===== src/rtl/fpstk_pkg.sv =====
package fpstk_pkg;

  typedef enum logic [2:0] {
    OP_PUSH  = 3'd0,
    OP_POP   = 3'd1,
    OP_READ  = 3'd2,
    OP_WRITE = 3'd3,
    OP_RMW   = 3'd4,
    OP_EXAM  = 3'd5,
    OP_COPY  = 3'd6,
    OP_FREE  = 3'd7
  } fpstk_op_e;

endpackage


===== src/rtl/fpstk_regfile.sv =====
module fpstk_regfile #(
  parameter int DATA_W = 64,
  parameter int PW     = 3
) (
  input  logic              clk,
  input  logic              rst_n,
  input  logic              wr_en,
  input  logic [PW-1:0]     wr_addr,
  input  logic [DATA_W-1:0] wr_data,
  input  logic [PW-1:0]     ra_addr,
  input  logic [PW-1:0]     rb_addr,
  output logic [DATA_W-1:0] ra_data,
  output logic [DATA_W-1:0] rb_data
);
  localparam int DEPTH = 1 << PW;

  logic [DATA_W-1:0] words [DEPTH];

  for (genvar g = 0; g < DEPTH; g++) begin : g_slot
    logic [DATA_W-1:0] word_q;
    always_ff @(posedge clk) begin
      if (!rst_n) begin
        word_q <= '0;
      end else if (wr_en && (wr_addr == PW'(g))) begin
        word_q <= wr_data;
      end
    end
    assign words[g] = word_q;
  end

  assign ra_data = words[ra_addr];
  assign rb_data = words[rb_addr];

endmodule


===== src/rtl/fpstk_tagfile.sv =====
module fpstk_tagfile #(
  parameter int PW = 3
) (
  input  logic                clk,
  input  logic                rst_n,
  input  logic                set_en,
  input  logic                clr_en,
  input  logic [PW-1:0]       addr,
  output logic [(1<<PW)-1:0]  tags
);
  localparam int DEPTH = 1 << PW;

  for (genvar g = 0; g < DEPTH; g++) begin : g_tag
    logic live_q;
    logic hit;
    assign hit = (addr == PW'(g));
    always_ff @(posedge clk) begin
      if (!rst_n) begin
        live_q <= 1'b0;
      end else if (set_en && hit) begin
        live_q <= 1'b1;
      end else if (clr_en && hit) begin
        live_q <= 1'b0;
      end
    end
    assign tags[g] = live_q;
  end

endmodule


===== src/rtl/fpstk_ctrl.sv =====
module fpstk_ctrl
  import fpstk_pkg::*;
#(
  parameter int DATA_W = 64,
  parameter int PW     = 3
) (
  input  logic                cmd_valid,
  input  logic [2:0]          cmd_op,
  input  logic [PW-1:0]       cmd_idx,
  input  logic [DATA_W-1:0]   cmd_wdata,
  input  logic [PW-1:0]       top,
  input  logic [(1<<PW)-1:0]  tags,
  input  logic [DATA_W-1:0]   slot_word,
  input  logic [DATA_W-1:0]   top_word,
  output logic [PW-1:0]       slot_addr,
  output logic [PW-1:0]       top_addr,
  output logic                wr_en,
  output logic [PW-1:0]       wr_addr,
  output logic [DATA_W-1:0]   wr_data,
  output logic                tag_set,
  output logic                tag_clr,
  output logic [PW-1:0]       tag_addr,
  output logic                top_ld,
  output logic [PW-1:0]       top_nxt,
  output logic                ret_valid,
  output logic [DATA_W-1:0]   ret_data,
  output logic                ret_tag,
  output logic                ev_empty,
  output logic                ev_full
);
  // Stack-relative to physical slot: ST(i) -> (top + i) mod depth.
  function automatic logic [PW-1:0] st_slot(input logic [PW-1:0] t,
                                            input logic [PW-1:0] i);
    return t + i;
  endfunction

  function automatic logic [PW-1:0] below_top(input logic [PW-1:0] t);
    return t - 1'b1;
  endfunction

  function automatic logic [PW-1:0] above_top(input logic [PW-1:0] t);
    return t + 1'b1;
  endfunction

  fpstk_op_e      op_e;
  logic [PW-1:0]  push_slot;
  logic           slot_live;
  logic           top_live;
  logic           push_live;

  assign op_e      = fpstk_op_e'(cmd_op);
  assign slot_addr = st_slot(top, cmd_idx);
  assign top_addr  = top;
  assign push_slot = below_top(top);
  assign slot_live = tags[slot_addr];
  assign top_live  = tags[top];
  assign push_live = tags[push_slot];

  always_comb begin
    wr_en     = 1'b0;
    wr_addr   = slot_addr;
    wr_data   = cmd_wdata;
    tag_set   = 1'b0;
    tag_clr   = 1'b0;
    tag_addr  = slot_addr;
    top_ld    = 1'b0;
    top_nxt   = top;
    ret_valid = 1'b0;
    ret_data  = slot_word;
    ret_tag   = 1'b0;
    ev_empty  = 1'b0;
    ev_full   = 1'b0;
    if (cmd_valid) begin
      unique case (op_e)
        OP_PUSH: begin
          if (push_live) begin
            ev_full = 1'b1;
          end else begin
            wr_en    = 1'b1;
            wr_addr  = push_slot;
            tag_set  = 1'b1;
            tag_addr = push_slot;
            top_ld   = 1'b1;
            top_nxt  = push_slot;
          end
        end
        OP_POP: begin
          if (!top_live) begin
            ev_empty = 1'b1;
          end else begin
            ret_valid = 1'b1;
            ret_data  = top_word;
            ret_tag   = 1'b1;
            tag_clr   = 1'b1;
            tag_addr  = top;
            top_ld    = 1'b1;
            top_nxt   = above_top(top);
          end
        end
        OP_READ: begin
          if (!slot_live) begin
            ev_empty = 1'b1;
          end else begin
            ret_valid = 1'b1;
            ret_tag   = 1'b1;
          end
        end
        OP_WRITE: begin
          if (slot_live) begin
            ev_full = 1'b1;
          end else begin
            wr_en   = 1'b1;
            tag_set = 1'b1;
          end
        end
        OP_RMW: begin
          if (!slot_live) begin
            ev_empty = 1'b1;
          end else begin
            ret_valid = 1'b1;
            ret_tag   = 1'b1;
            wr_en     = 1'b1;
            tag_set   = 1'b1;
          end
        end
        OP_EXAM: begin
          ret_valid = 1'b1;
          ret_tag   = slot_live;
        end
        OP_COPY: begin
          if (!top_live) begin
            ev_empty = 1'b1;
          end else begin
            wr_en   = 1'b1;
            wr_data = top_word;
            tag_set = 1'b1;
          end
        end
        OP_FREE: begin
          tag_clr = 1'b1;
        end
        default: begin
        end
      endcase
    end
  end

endmodule


===== src/rtl/fpstk_core.sv =====
module fpstk_core #(
  parameter int DATA_W = 64,
  parameter int PW     = 3
) (
  input  logic              clk,
  input  logic              rst_n,
  input  logic              cmd_valid,
  input  logic [2:0]        cmd_op,
  input  logic [PW-1:0]     cmd_idx,
  input  logic [DATA_W-1:0] cmd_wdata,
  output logic              rd_valid,
  output logic [DATA_W-1:0] rd_data,
  output logic              rd_tag,
  output logic              fault_empty,
  output logic              fault_full,
  output logic [PW-1:0]     top_ptr
);
  localparam int DEPTH = 1 << PW;

  logic [PW-1:0]     top_q;
  logic [DEPTH-1:0]  tags;
  logic [PW-1:0]     slot_addr;
  logic [PW-1:0]     top_addr;
  logic [DATA_W-1:0] slot_word;
  logic [DATA_W-1:0] top_word;
  logic              wr_en;
  logic [PW-1:0]     wr_addr;
  logic [DATA_W-1:0] wr_data;
  logic              tag_set;
  logic              tag_clr;
  logic [PW-1:0]     tag_addr;
  logic              top_ld;
  logic [PW-1:0]     top_nxt;
  logic              ret_valid;
  logic [DATA_W-1:0] ret_data;
  logic              ret_tag;
  logic              ev_empty;
  logic              ev_full;

  fpstk_ctrl #(.DATA_W(DATA_W), .PW(PW)) u_ctrl (
    .cmd_valid (cmd_valid),
    .cmd_op    (cmd_op),
    .cmd_idx   (cmd_idx),
    .cmd_wdata (cmd_wdata),
    .top       (top_q),
    .tags      (tags),
    .slot_word (slot_word),
    .top_word  (top_word),
    .slot_addr (slot_addr),
    .top_addr  (top_addr),
    .wr_en     (wr_en),
    .wr_addr   (wr_addr),
    .wr_data   (wr_data),
    .tag_set   (tag_set),
    .tag_clr   (tag_clr),
    .tag_addr  (tag_addr),
    .top_ld    (top_ld),
    .top_nxt   (top_nxt),
    .ret_valid (ret_valid),
    .ret_data  (ret_data),
    .ret_tag   (ret_tag),
    .ev_empty  (ev_empty),
    .ev_full   (ev_full)
  );

  fpstk_regfile #(.DATA_W(DATA_W), .PW(PW)) u_regs (
    .clk     (clk),
    .rst_n   (rst_n),
    .wr_en   (wr_en),
    .wr_addr (wr_addr),
    .wr_data (wr_data),
    .ra_addr (slot_addr),
    .rb_addr (top_addr),
    .ra_data (slot_word),
    .rb_data (top_word)
  );

  fpstk_tagfile #(.PW(PW)) u_tags (
    .clk    (clk),
    .rst_n  (rst_n),
    .set_en (tag_set),
    .clr_en (tag_clr),
    .addr   (tag_addr),
    .tags   (tags)
  );

  always_ff @(posedge clk) begin
    if (!rst_n) begin
      top_q       <= '0;
      rd_valid    <= 1'b0;
      rd_data     <= '0;
      rd_tag      <= 1'b0;
      fault_empty <= 1'b0;
      fault_full  <= 1'b0;
    end else begin
      if (top_ld) top_q <= top_nxt;
      rd_valid    <= ret_valid;
      fault_empty <= ev_empty;
      fault_full  <= ev_full;
      if (ret_valid) begin
        rd_data <= ret_data;
        rd_tag  <= ret_tag;
      end
    end
  end

  assign top_ptr = top_q;

endmodule


===== config.mk =====
export PLATFORM = sky130hd
export DESIGN_NAME = fpstk_core
export DESIGN_NICKNAME = d
export VERILOG_FILES = /design/src/rtl/fpstk_pkg.sv /design/src/rtl/fpstk_regfile.sv /design/src/rtl/fpstk_tagfile.sv /design/src/rtl/fpstk_ctrl.sv /design/src/rtl/fpstk_core.sv
export SDC_FILE = /design/constraint.sdc
export NUM_CORES = 1
export LEC_CHECK = 0
export ABC_AREA = 0
export CAP_MARGIN = 10
export CORE_ASPECT_RATIO = 1.4
export CORE_MARGIN = 5
export CORE_UTILIZATION = 30
export DETAILED_ROUTE_END_ITERATION = 8
export GPL_TIMING_DRIVEN = 0
export MAX_ROUTING_LAYER = met4
export PLACE_DENSITY = 0.47
export SYNTH_ARGS = -nofsm -noshare
export SYNTH_HDL_FRONTEND = slang
export SYNTH_HIERARCHICAL = 1
export SYNTH_SLANG_ARGS = --single-unit

===== constraint.sdc =====
create_clock -name clk -period 3.95 [get_ports clk]
set_input_delay 0.5925 -clock clk [delete_from_list [all_inputs] [get_ports clk]]
set_output_delay 0.5925 -clock clk [all_outputs]
set_load 0.01 [all_outputs]

==> flow_summary_export.csv <==
group,metric,value,unit
synth,ys_async_sr_fraction,0,
timing,maxSlewViolCount,0,
placement,gp_routability_congestion,0.830,
critical_path,worstPathRequired,4470,ps
min_path,min_from,"u_tags/g_tag[5].live_q$_SDFFE_PN0P_",
synth,yosys.area_share.adder,0.00177,
power,powerDensity,349,mW/mm²
drt,drt_first_iter_violations,1652,
synth,syn_area,0.0326,mm²
grt,antenna_found_initial,2,
critical_path,crit_family,"buffers and inverters",
die,rows,143,
synth,ys_seq_area_frac,0.363,
synth,synth_cell_types,59,
synth,ys_seq_elements,591,
grt,grt_start_max_net_pins,20,
clock_network,cts_buffers,66,
cells_and_area,final_layout_size_suffix_gt1_frac,0.259,
run_status,status,"completed",
min_path,holdPathStages,2,
synth,ys_warn_count,6,
die,die_area,0.115,mm²
timing,min_period,3830,ps
drt,avgRoutedWirePerCell,23.9,µm
critical_path,ff2ff_path_depth,10,
clock_network,h-tree-depth,3,
synth,synth_compound_area_frac,0.127,
synth,synth_mux_area_frac,0.292,
synth,ys.flop_type,"dfxtp_1",
synth,synth-edff-count,0,
drt,drt_wl_total,120,mm
synth,syn_avg_cell_area,9.92,µm²
drt,viasPerCell,5.05,
critical_path,critPathSlowestCell,"clkbuf_1",
synth,synth_xor_area_frac,0.00123,
drt,dr.pass1.iters,5,
critical_path,crit_fanout,10,
timing,fin_crit_sh,0.970,
critical_path,cp-startpoint,"top_ptr[0]$_SDFFE_PN0P_",
critical_path,start_kind,"flip-flop",
timing,setup_viol,0,
timing,worst-slew-pin-transition,1140,ps
timing,fin_skew,22.9,ps
power,p_leak,0.0127,µW
critical_path,crit_path_end_kind,"flip-flop",
timing,slew_headroom,0.238,
critical_path,max_stage_delay,800,ps
cells_and_area,final_nets,3576,
clock_network,clock_latency,650,ps
clock_network,clk_pin_slew,60,ps
clock_network,clockRootBuffer,"clkbuf_16",
die,coreArea,0.108,mm²
grt,grt_pass1_wl,173,mm
grt,overflow,0,
drt,post-route-drc-count,0,
die,ios,144,
grt,grt_pass1_vias,25224,
timing,finalHoldViolCount,0,
synth,synth_cells,3286,
critical_path,crit_buf_inv,4,
die,start_util,0.301,
critical_path,critPathArrivalTime,4350,ps
synth,synth_top_family_by_area,"multiplexers",
clock_network,cts_tree,"yes",
flow_run,maxCapViolCount,0,
critical_path,r2r-start,"top_ptr[0]$_SDFFE_PN0P_",
critical_path,criticalPathCategory,"reg -> reg",
grt,grt_util_all_layers,0.209,
drt,ant_nets,0,
cells_and_area,finalCoreUtilization,0.354,
critical_path,timing.rr.end,"rd_data[56]$_SDFFE_PN0P_",
min_path,min_to,"u_tags/g_tag[5].live_q$_SDFFE_PN0P_",
power,peakVddDrop,0.212,mV
critical_path,reg2reg_slack,120,ps
timing,hold_slack,455,ps
synth,syn-num-nets,3363,
die,die_height,400,µm
timing,fmaxAchievable,0.261,GHz
drt,vias,25223,
synth,synthSimpleGateAreaFrac,0.150,
cells_and_area,area_delta_synth_final,17.4,%
timing,fin_tns_setup,0,ps
placement,port_buffers,141,
placement,hpwlAfterDp,83.4,mm
clock_network,cts_buffer_depth,3,
die,die_w,289,µm
clock_network,clock_sinks,591,
min_path,hp-class,"reg -> reg",
critical_path,worstPathCellList,"ha_1, inv_1, fa_2, buf_4, inv_1, clkbuf_1, mux2_2, mux2_2, mux2i_1, nor2b_1",
cell usage after synthesis, types with 8 or more instances:
cell type | instances | share of area
o21ai_0 | 10 | 0.0015
a21boi_0 | 461 | 0.11
buf_2 | 102 | 0.016
clkbuf_1 | 108 | 0.012
mux2_2 | 260 | 0.090
a21boi_1 | 54 | 0.012
mux4_2 | 258 | 0.18
nand2_1 | 1044 | 0.12
nor2b_1 | 71 | 0.014
o22ai_1 | 8 | 0.0015
buf_4 | 130 | 0.030
mux2i_1 | 70 | 0.021
dfxtp_1 | 591 | 0.36
buf_6 | 10 | 0.0035
registers in the layout (all words and copies together), names as in the netlist:
| register | count |
|---|---|
| u_regs/g_slot.word_q | 512 |
| rd_data | 64 |
| u_tags/g_tag.live_q | 8 |
| top_ptr | 3 |
| fault_empty | 1 |
| fault_full | 1 |
| rd_tag | 1 |
| rd_valid | 1 |
report_power, final:
part | switching [µW] | internal (µW)
clock network | 2740 | 3580
registers | 28.7 | 6000
logic | 583 | 427
total | 3350 | 10000
metrics by stage:
step | std cells | power (µW) | setup WS, ps | area [µm²]
after floorplan | 3286 | 6760 | 193 | 32600
after global placement | 4877 | 7170 | -1900 | 35800
after detailed placement | 4878 | 7170 | -1770 | 35900
after CTS | 4997 | 13600 | 4.90 | 38200
after global routing | 4998 | 13800 | -6.26 | 38300
final | 4998 | 13400 | 120 | 38300
cell type report:
type                            instances  area [µm²]
Fill cell                           10912       70000
Multi-Input combinational cell       2331       18700
Sequential cell                       591       11800
Buffer                                354        2300
Clock buffer                           99        2000
Tap cell                             1450        1810
Timing Repair Buffer                  148        1480
Clock inverter                         17         158
Inverter                                7        26.3
Antenna cell                            1        2.50
layer usage:
metal  vias up  track usage  wire length (µm)
met5         -            -                 0
met4         0       0.0823              4770
met3       185       0.0268              5330
met2       640        0.372             62600
met1     12524        0.239             47000
li1      11874            -                 -
cells in the final DEF, fill, tap and decap left out, types with 70 or more instances in the layout:
| cell type | count |
|---|---|
| a21boi_0 | 460 |
| buf_4 | 147 |
| clkbuf_1 | 94 |
| clkdlybuf4s50_1 | 141 |
| dfxtp_1 | 589 |
| mux2_2 | 260 |
| mux2i_1 | 70 |
| mux4_2 | 258 |
| nand2_1 | 1044 |
| nor2b_1 | 71 |
worst min-delay path: cells and delay by family, from the launching register on:
kind,cells,cell delay (ps)
DFF,1,300
and+or+nand+nor,1,50
AOI/OAI and AO/OA,1,50
kinds of logic after synthesis:
family,after synthesis
multiplexers,592
adder cells (fa/ha/maj),4
AND/OR/NAND/NOR,1178
flip-flops,591
XOR/XNOR,3
buffers and inverters,364
AO/OA/AOI/OAI,554
repair_timing:
action,4_1_cts,5_1_grt
pin swaps,2,1
gates resized for setup,82,15
setup endpoints to repair,582,478
hold buffers,0,0
setup buffers,5,1
endpoints found under the hold margin,0,0
how the worst max path moves through the flow:
stage / slack [ps] / cells past startpoint / endpoint
floorplan: 190 / 14 / u_regs/g_slot[0].word_q[43]$_SDFFE_PN0P_
global placement: -1900 / 14 / u_regs/g_slot[7].word_q[46]$_SDFFE_PN0P_
detailed placement: -1770 / 15 / u_regs/g_slot[7].word_q[49]$_SDFFE_PN0P_
CTS: 5 / 15 / u_regs/g_slot[2].word_q[3]$_SDFFE_PN0P_
global route: -6 / 13 / u_regs/g_slot[3].word_q[45]$_SDFFE_PN0P_
finish: 120 / 10 / rd_data[56]$_SDFFE_PN0P_
(Power assumes the default switching activity.)
